$ cat config.mk
export PLATFORM = sky130hd
export DESIGN_NAME = idx_addr_gen
export DESIGN_NICKNAME = d
export VERILOG_FILES = /design/src/rtl/idx_pkg.sv /design/src/rtl/idx_decode.sv /design/src/rtl/idx_calc.sv /design/src/rtl/idx_seq.sv /design/src/rtl/idx_addr_gen.sv
export SDC_FILE = /design/constraint.sdc
export NUM_CORES = 1
export LEC_CHECK = 0
export BUFFER_PORTS_ARGS = -buffer_cell sky130_fd_sc_hd__buf_2
export CAP_MARGIN = 30
export CORE_UTILIZATION = 32
export DETAILED_ROUTE_END_ITERATION = 6
export PLACE_DENSITY_LB_ADDON = 0.15
export SLEW_MARGIN = 25
export SYNTH_ARGS = -nofsm -noshare
export SYNTH_HDL_FRONTEND = slang
export SYNTH_HIERARCHICAL = 1
export SYNTH_SLANG_ARGS = --single-unit
$ cat constraint.sdc
create_clock -name clk -period 5.5 [get_ports clk]
set_input_delay 1.65 -clock clk [delete_from_list [all_inputs] [get_ports clk]]
set_output_delay 1.65 -clock clk [all_outputs]
set_load 0.05 [all_outputs]
$ cat src/rtl/idx_pkg.sv
package idx_pkg;

  localparam int PB_W  = 8;
  localparam int EXT_W = 8;

  typedef enum logic [2:0] {
    MD_CONST5 = 3'd0,
    MD_AUTO   = 3'd1,
    MD_OFF9   = 3'd2,
    MD_OFF16  = 3'd3,
    MD_IND16  = 3'd4,
    MD_ACC    = 3'd5,
    MD_ACCIND = 3'd6
  } idx_mode_e;

  typedef enum logic [1:0] {
    BR_X  = 2'd0,
    BR_Y  = 2'd1,
    BR_SP = 2'd2,
    BR_PC = 2'd3
  } base_reg_e;

  typedef enum logic [1:0] {
    AC_A    = 2'd0,
    AC_B    = 2'd1,
    AC_D    = 2'd2,
    AC_DIND = 2'd3
  } acc_sel_e;

  typedef enum logic [1:0] {
    ST_IDLE = 2'd0,
    ST_CALC = 2'd1,
    ST_READ = 2'd2
  } seq_st_e;

  typedef struct packed {
    idx_mode_e mode;
    base_reg_e base;
    logic      post;
    acc_sel_e  acc;
    logic [1:0] ext_len;
    logic      indirect;
    logic      extra;
  } idx_dec_t;

endpackage

$ cat src/rtl/idx_decode.sv
module idx_decode
  import idx_pkg::*;
#(
  parameter int AW = 16
) (
  input  logic [PB_W-1:0]  pb_i,
  input  logic [EXT_W-1:0] ext0_i,
  input  logic [EXT_W-1:0] ext1_i,
  output idx_dec_t         dec_o,
  output logic [AW-1:0]    off_o
);

  always_comb begin
    dec_o     = '0;
    off_o     = '0;
    dec_o.base = base_reg_e'(pb_i[7:6]);
    if (!pb_i[5]) begin
      // short signed constant in the postbyte itself
      dec_o.mode = MD_CONST5;
      off_o      = AW'($signed(pb_i[4:0]));
    end else if (pb_i[7:6] != 2'b11) begin
      // auto pre/post modify, step has no zero value
      dec_o.mode = MD_AUTO;
      dec_o.post = pb_i[4];
      if (pb_i[3]) off_o = AW'($signed(pb_i[3:0]));
      else         off_o = AW'({1'b0, pb_i[3:0]} + 5'd1);
    end else begin
      dec_o.base = base_reg_e'(pb_i[4:3]);
      if (pb_i[2:0] == 3'b011) begin
        dec_o.mode     = MD_IND16;
        off_o          = AW'({ext0_i, ext1_i});
        dec_o.ext_len  = 2'd2;
        dec_o.indirect = 1'b1;
        dec_o.extra    = 1'b1;
      end else if (!pb_i[2]) begin
        if (pb_i[1]) begin
          dec_o.mode    = MD_OFF16;
          off_o         = AW'({ext0_i, ext1_i});
          dec_o.ext_len = 2'd2;
          dec_o.extra   = 1'b1;
        end else begin
          dec_o.mode    = MD_OFF9;
          off_o         = AW'($signed({pb_i[0], ext0_i}));
          dec_o.ext_len = 2'd1;
        end
      end else begin
        dec_o.acc = acc_sel_e'(pb_i[1:0]);
        if (pb_i[1:0] == 2'b11) begin
          dec_o.mode     = MD_ACCIND;
          dec_o.indirect = 1'b1;
          dec_o.extra    = 1'b1;
        end else begin
          dec_o.mode = MD_ACC;
        end
      end
    end
  end

endmodule

$ cat src/rtl/idx_calc.sv
module idx_calc
  import idx_pkg::*;
#(
  parameter int AW = 16
) (
  input  idx_dec_t         dec_i,
  input  logic [AW-1:0]    off_i,
  input  logic [AW-1:0]    x_i,
  input  logic [AW-1:0]    y_i,
  input  logic [AW-1:0]    sp_i,
  input  logic [AW-1:0]    pc_i,
  input  logic [EXT_W-1:0] acc_a_i,
  input  logic [EXT_W-1:0] acc_b_i,
  output logic [AW-1:0]    sum_o,
  output logic [AW-1:0]    ea_o
);

  localparam int NBASE = 4;

  logic [AW-1:0] base_bank [NBASE];
  logic [AW-1:0] base_val;
  logic [AW-1:0] addend;

  // PC-relative base points past every extension byte of the postbyte
  assign base_bank[BR_X]  = x_i;
  assign base_bank[BR_Y]  = y_i;
  assign base_bank[BR_SP] = sp_i;
  assign base_bank[BR_PC] = pc_i + AW'(dec_i.ext_len);

  assign base_val = base_bank[dec_i.base];

  always_comb begin
    addend = off_i;
    if (dec_i.mode == MD_ACC || dec_i.mode == MD_ACCIND) begin
      unique case (dec_i.acc)
        AC_A:    addend = AW'(acc_a_i);
        AC_B:    addend = AW'(acc_b_i);
        default: addend = AW'({acc_a_i, acc_b_i});
      endcase
    end
  end

  assign sum_o = base_val + addend;
  assign ea_o  = (dec_i.mode == MD_AUTO && dec_i.post) ? base_val : sum_o;

endmodule

$ cat src/rtl/idx_seq.sv
module idx_seq
  import idx_pkg::*;
#(
  parameter int AW = 16
) (
  input  logic          clk,
  input  logic          rst_n,
  input  logic          start_i,
  input  logic          need_rd_i,
  input  logic [AW-1:0] ptr_addr_i,
  input  logic          rd_ack_i,
  output logic          busy_o,
  output logic          load_o,
  output logic          take_dir_o,
  output logic          take_rd_o,
  output logic          done_o,
  output logic          rd_req_o,
  output logic [AW-1:0] rd_addr_o
);

  seq_st_e       state_q, state_d;
  logic          done_q, done_d;
  logic [AW-1:0] addr_q;
  logic          addr_en;

  always_comb begin
    state_d    = state_q;
    load_o     = 1'b0;
    take_dir_o = 1'b0;
    take_rd_o  = 1'b0;
    addr_en    = 1'b0;
    unique case (state_q)
      ST_IDLE: begin
        if (start_i) begin
          load_o  = 1'b1;
          state_d = ST_CALC;
        end
      end
      ST_CALC: begin
        if (need_rd_i) begin
          addr_en = 1'b1;
          state_d = ST_READ;
        end else begin
          take_dir_o = 1'b1;
          state_d    = ST_IDLE;
        end
      end
      ST_READ: begin
        if (rd_ack_i) begin
          take_rd_o = 1'b1;
          state_d   = ST_IDLE;
        end
      end
      default: state_d = ST_IDLE;
    endcase
    done_d = take_dir_o | take_rd_o;
  end

  always_ff @(posedge clk or negedge rst_n) begin
    if (!rst_n) begin
      state_q <= ST_IDLE;
      done_q  <= 1'b0;
      addr_q  <= '0;
    end else begin
      state_q <= state_d;
      done_q  <= done_d;
      if (addr_en) addr_q <= ptr_addr_i;
    end
  end

  assign busy_o    = (state_q != ST_IDLE);
  assign done_o    = done_q;
  assign rd_req_o  = (state_q == ST_READ);
  assign rd_addr_o = addr_q;

  AST_REQ_HELD: assert property (@(posedge clk) disable iff (!rst_n)
    rd_req_o && !rd_ack_i |=> rd_req_o && $stable(rd_addr_o));

  AST_DONE_PULSE: assert property (@(posedge clk) disable iff (!rst_n)
    done_o |=> !done_o);

  AST_REQ_WHILE_BUSY: assert property (@(posedge clk) disable iff (!rst_n)
    rd_req_o |-> busy_o);

endmodule

$ cat src/rtl/idx_addr_gen.sv
module idx_addr_gen
  import idx_pkg::*;
#(
  parameter int AW = 16
) (
  input  logic          clk,
  input  logic          rst_n,
  input  logic          start_i,
  input  logic [7:0]    pb_i,
  input  logic [7:0]    ext0_i,
  input  logic [7:0]    ext1_i,
  input  logic [AW-1:0] x_i,
  input  logic [AW-1:0] y_i,
  input  logic [AW-1:0] sp_i,
  input  logic [AW-1:0] pc_i,
  input  logic [7:0]    acc_a_i,
  input  logic [7:0]    acc_b_i,
  output logic          busy_o,
  output logic          done_o,
  output logic [AW-1:0] ea_o,
  output logic          wb_en_o,
  output logic [1:0]    wb_sel_o,
  output logic [AW-1:0] wb_val_o,
  output logic [1:0]    ext_cnt_o,
  output logic [1:0]    extra_o,
  output logic          rd_req_o,
  output logic [AW-1:0] rd_addr_o,
  input  logic          rd_ack_i,
  input  logic [AW-1:0] rd_data_i
);

  localparam int SYNC_STAGES = 2;

  // reset: asserted asynchronously, released on the clock
  logic [SYNC_STAGES-1:0] rst_pipe_q;
  logic                   rst_int_n;

  always_ff @(posedge clk or negedge rst_n) begin
    if (!rst_n) rst_pipe_q <= '0;
    else        rst_pipe_q <= {rst_pipe_q[SYNC_STAGES-2:0], 1'b1};
  end
  assign rst_int_n = rst_pipe_q[SYNC_STAGES-1];

  // captured operands
  logic [7:0]    pb_q, e0_q, e1_q, a_q, b_q;
  logic [AW-1:0] x_q, y_q, sp_q, pc_q;
  logic          load;

  always_ff @(posedge clk or negedge rst_int_n) begin
    if (!rst_int_n) begin
      pb_q <= '0; e0_q <= '0; e1_q <= '0; a_q <= '0; b_q <= '0;
      x_q  <= '0; y_q  <= '0; sp_q <= '0; pc_q <= '0;
    end else if (load) begin
      pb_q <= pb_i; e0_q <= ext0_i; e1_q <= ext1_i;
      a_q  <= acc_a_i; b_q <= acc_b_i;
      x_q  <= x_i; y_q <= y_i; sp_q <= sp_i; pc_q <= pc_i;
    end
  end

  idx_dec_t      dec;
  logic [AW-1:0] off, sum, ea_dir;
  logic          take_dir, take_rd;

  idx_decode #(.AW(AW)) u_dec (
    .pb_i   (pb_q),
    .ext0_i (e0_q),
    .ext1_i (e1_q),
    .dec_o  (dec),
    .off_o  (off)
  );

  idx_calc #(.AW(AW)) u_calc (
    .dec_i   (dec),
    .off_i   (off),
    .x_i     (x_q),
    .y_i     (y_q),
    .sp_i    (sp_q),
    .pc_i    (pc_q),
    .acc_a_i (a_q),
    .acc_b_i (b_q),
    .sum_o   (sum),
    .ea_o    (ea_dir)
  );

  idx_seq #(.AW(AW)) u_seq (
    .clk        (clk),
    .rst_n      (rst_int_n),
    .start_i    (start_i),
    .need_rd_i  (dec.indirect),
    .ptr_addr_i (sum),
    .rd_ack_i   (rd_ack_i),
    .busy_o     (busy_o),
    .load_o     (load),
    .take_dir_o (take_dir),
    .take_rd_o  (take_rd),
    .done_o     (done_o),
    .rd_req_o   (rd_req_o),
    .rd_addr_o  (rd_addr_o)
  );

  // result registers: next-state then flops
  logic [AW-1:0] ea_q, ea_d, wbv_q, wbv_d;
  logic          wbe_q, wbe_d, res_en;
  logic [1:0]    wbs_q, wbs_d, ext_q, ext_d, xtr_q, xtr_d;

  always_comb begin
    res_en = take_dir | take_rd;
    ea_d   = take_rd ? rd_data_i : ea_dir;
    wbe_d  = res_en && (dec.mode == MD_AUTO);
    wbs_d  = dec.base;
    wbv_d  = sum;
    ext_d  = dec.ext_len;
    xtr_d  = {1'b0, dec.extra};
  end

  always_ff @(posedge clk or negedge rst_int_n) begin
    if (!rst_int_n) begin
      ea_q  <= '0; wbv_q <= '0; wbe_q <= 1'b0;
      wbs_q <= '0; ext_q <= '0; xtr_q <= '0;
    end else begin
      wbe_q <= wbe_d;
      if (res_en) begin
        ea_q  <= ea_d;
        wbv_q <= wbv_d;
        wbs_q <= wbs_d;
        ext_q <= ext_d;
        xtr_q <= xtr_d;
      end
    end
  end

  assign ea_o      = ea_q;
  assign wb_en_o   = wbe_q;
  assign wb_sel_o  = wbs_q;
  assign wb_val_o  = wbv_q;
  assign ext_cnt_o = ext_q;
  assign extra_o   = xtr_q;

  AST_WB_WITH_DONE: assert property (@(posedge clk) disable iff (!rst_int_n)
    wb_en_o |-> done_o);

  AST_CAPTURE_HOLD: assert property (@(posedge clk) disable iff (!rst_int_n)
    busy_o |=> $stable(pb_q));

  AST_IND_EXTRA: assert property (@(posedge clk) disable iff (!rst_int_n)
    done_o && $past(rd_req_o) |-> extra_o == 2'd1);

endmodule

==> metrics.txt <==
Top FF cell, synth=dfrtp_1; Worst-path clk slew=~0.07 ns; Synth Warn #=6; Final period util=between 90 and 100%; critical path class=reg -> reg; Critical Path Source Type=flip-flop; mux contribution to synthesized area=between 20% and 30%; Setup TNS=0 ns; RSZ-0062 raised after global routing=false; Synth Cell Area=~0.0094 mm2; Avg Vias per Cell=roughly 5.0; WP data required=5.84 ns; post-CTS setup buffer count=0; Die Area=between 0.03 and 0.04 mm2; worst skew pair latency=between 0.4 and 0.5 ns; Seq cells post-synth=163; Max Cap Violations=0; ys async rst share=between 90% and 100%; Synth Area in Adders=3.20%; XOR/XNOR Fraction of Synth Area=2.50%; largest net degree at the start of global routing=around 110; PwrDens=approximately 550 mW/mm2; Initial DRC Count=about 480; Worst Hold Class=reg -> async; Crit path arrival time=~5.4 ns; Slew Limit Fails=0; final count of hold timing violations=0; Post-Syn Nets=932; sequential cell area fraction in the yosys report=a little over two fifths; Synth Area in Simple Gates=10.6%; CTS Hold Bufs=0; crit path time final=approximately 5 ns; wire length per cell=roughly 20 um; residual DRC count=0; Worst Path Max Fanout=12; initial core utilization=between 30 and 40%; die width=174 um; P_leak=~5.3 nW; H-tree levels=4; Worst Clk Skew=0.00980 ns; row count=62; crit path cell chain=and2b_1 -> nor2b_1 -> ha_1 -> a21oi_1 -> nor3_1 -> xor2_1 -> mux4_2 -> ha_1 -> o21a_1 -> o21ai_0 -> nor2_1 -> a211oi_2 -> o31ai_2 -> mux2i_1 -> nor3_1 -> mux2i_1 -> o21ai_0; nets@finish=1,108; final setup violation count=0; number of global-route vias before repair=between 6,000 and 7,000; via count=slightly below 7,000; clock net sink count=between 150 and 200; Detailed Routing Iterations Pass 1=6; n_diodes=0; CP endpoint kind=flip-flop; CTS tree=built; EDFF count, synth=0; Area growth syn-to-layout=20.3%; post-DP HPWL=20,000 um; Port Buf Inserts=180; clk buf depth=2; Peak VDD IR=approximately 250 uV; WHS=between 0.2 and 0.25 ns; post-CTS sizing=0; Syn Area/Cell=12.0 um2; I/O pin cnt=~180; initial antenna violation count=0; GRT Util Overall=17.9%; Fmax=approximately 200 MHz; Crit-path slowest cell=mux4_2; Routability Congestion=0.873; cell count after synthesis=around 800; Netlist cell types=73; status=completed; Least-Margin Pin Slew=about 0.77 ns; largest family of logic cells by synthesized area=multiplexers; Overflow after GRT=0; CTS Buf Count=17; max incr delay on CP=0.55 ns; DRT antenna net count=0; Slew headroom=between 40% and 50%; fraction of layout cells with a size suffix above 1=44.3%; Die H=between 150 and 200 um; root buf cell=clkbuf_16; first-pass GRT wire length=41,200 um; Post-Route WL=roughly 26,000 um; core area=slightly below 0.03 mm2; post-synthesis compound-gate area fraction=under 10%
synthesized netlist by cell type, types with 2 or more instances:
cell / count / area share (%)
a211o_2: 2 / 0.21
a211oi_1: 3 / 0.24
a21o_1: 4 / 0.32
a21oi_1: 32 / 1.7
and2_1: 2 / 0.13
and3_1: 7 / 0.46
buf_2: 10 / 0.53
buf_4: 7 / 0.56
buf_6: 13 / 1.5
clkbuf_1: 18 / 0.72
conb_1: 2 / 0.079
dfrtp_1: 163 / 43
fa_1: 2 / 0.42
ha_1: 21 / 2.8
inv_1: 22 / 0.87
mux2_2: 58 / 6.9
mux2_4: 88 / 14
mux2i_1: 30 / 3.2
mux4_2: 15 / 3.6
nand2_1: 67 / 2.7
nand2b_1: 7 / 0.46
nand3_1: 8 / 0.42
nand3_2: 2 / 0.21
nand4_1: 9 / 0.60
nor2_1: 31 / 1.2
nor2b_1: 5 / 0.33
nor3_1: 14 / 0.74
nor3b_1: 3 / 0.24
nor4_1: 4 / 0.26
nor4b_2: 3 / 0.48
o211ai_1: 7 / 0.56
o21a_1: 5 / 0.40
o21ai_0: 44 / 2.3
o31a_1: 2 / 0.19
o31ai_1: 10 / 0.79
or2_2: 3 / 0.20
xnor2_1: 21 / 1.9
xor2_1: 6 / 0.56
cells by family after synthesis:
kind of cell,count (synthesis)
xor+xnor,27
simple gates,183
mux,191
buf+inv,71
fa+ha+maj,23
compound gates,125
flops,163
other cells,2
area by class of cell:
cell class	count	area (um2)
clock buffers	20	447
clock inverters	11	151
fillers	2835	17500
inverters	23	86.3
multi-input cells	551	5000
flip-flops and latches	163	4080
well taps	384	480
repair buffers	205	1120
cells in the final DEF (no fill, tap or decap), types with 3 or more instances in the layout:
cell / synthesis / layout
clkbuf_16: 0 / 17
ha_1: 21 / 21
o211ai_1: 7 / 7
o21ai_0: 44 / 44
a21o_1: 4 / 4
o31ai_1: 10 / 10
nor4_1: 4 / 4
mux2i_1: 30 / 30
nand3_1: 8 / 8
bufinv_16: 0 / 3
dfrtp_1: 163 / 161
nand2b_1: 7 / 7
or2_2: 3 / 3
mux2_2: 58 / 58
a21oi_1: 32 / 32
nor2b_1: 5 / 5
inv_6: 0 / 3
xnor2_1: 21 / 21
xor2_1: 6 / 6
nor2_1: 31 / 30
o21a_1: 5 / 5
nand2_1: 67 / 67
nor3_1: 14 / 13
a211oi_1: 3 / 3
nor4b_2: 3 / 3
buf_2: 10 / 180
inv_1: 22 / 22
mux4_2: 15 / 15
mux2_4: 88 / 88
and3_1: 7 / 7
nand4_1: 9 / 9
buf_4: 7 / 22
power by group:
group          leakage [nW]  switching, mW  internal, mW  total, mW
Clock                 0.291          0.527         0.730       1.26
Sequential             1.94          0.253          1.52       1.78
Combinational          3.10           1.94          1.28       3.22
worst max-delay path, delay by kind of cell (launching register included):
family,cells,cell delay (ns)
AOI/OAI and AO/OA,6,1.46
and+or+nand+nor,5,1.27
xor gates and xnor gates,1,0.18
DFF,1,0.53
muxes,3,0.80
adders and majority gates,2,0.69
metrics by stage:
| stage | util [%] | cells | worst slack, ns | total power [mW] | area, um2 |
|---|---|---|---|---|---|
| floorplan | - | 785 | 0.622 | 4.15 | 9450 |
| global placement | 37.2 | 1324 | 0.560 | 5.02 | 10700 |
| detailed placement | 37.2 | 1324 | 0.397 | 5.03 | 10700 |
| CTS | 39.2 | 1355 | 0.378 | 6.31 | 11300 |
| global route | 39.4 | 1357 | 0.00189 | 6.64 | 11400 |
| finish | 39.4 | 1357 | 0.483 | 6.25 | 11400 |
sequential cells by signal, summed over array words and instances (netlist names), 2 cells and up:
register / flops
pc_q: 16
sp_q: 16
e1_q: 8
pb_q: 8
y_q: 16
u_seq/state_q: 2
x_q: 16
ext_cnt_o: 2
wb_sel_o: 2
wb_val_o: 16
e0_q: 8
a_q: 8
b_q: 8
ea_o: 16
u_seq/rd_addr_o: 16
rst_pipe_q: 2
path summary, 6_finish.rpt:
check                                        start                              to  slack, ns  cells after the start
max                            pb_q[2]$_DFFE_PN0P_            ea_o[11]$_DFFE_PN0P_       0.48                     17
min                        rst_pipe_q[1]$_DFF_PN0_              x_q[9]$_DFFE_PN0P_       0.25                      0
max reg2reg                    pb_q[2]$_DFFE_PN0P_            ea_o[11]$_DFFE_PN0P_       0.48                     17
min reg2reg                rst_pipe_q[1]$_DFF_PN0_              x_q[9]$_DFFE_PN0P_       0.25                      0
max in group asynchronous  rst_pipe_q[1]$_DFF_PN0_  u_seq/rd_addr_o[6]$_DFFE_PN0P_       3.95                      2
min in group clk           rst_pipe_q[0]$_DFF_PN0_         rst_pipe_q[1]$_DFF_PN0_       0.35                      0
layer usage:
metal,vias to the layer above,routed length (um),global-route usage [%],share of wire (%)
li1,3186,-,-,-
met1,3332,13500,27.5,51
met2,189,11500,25.8,43
met3,18,1140,3.14,4.3
met4,0,323,4.46,1.2
met5,-,0,0,0
No activity file was read; power rests on OpenSTA's default activity.
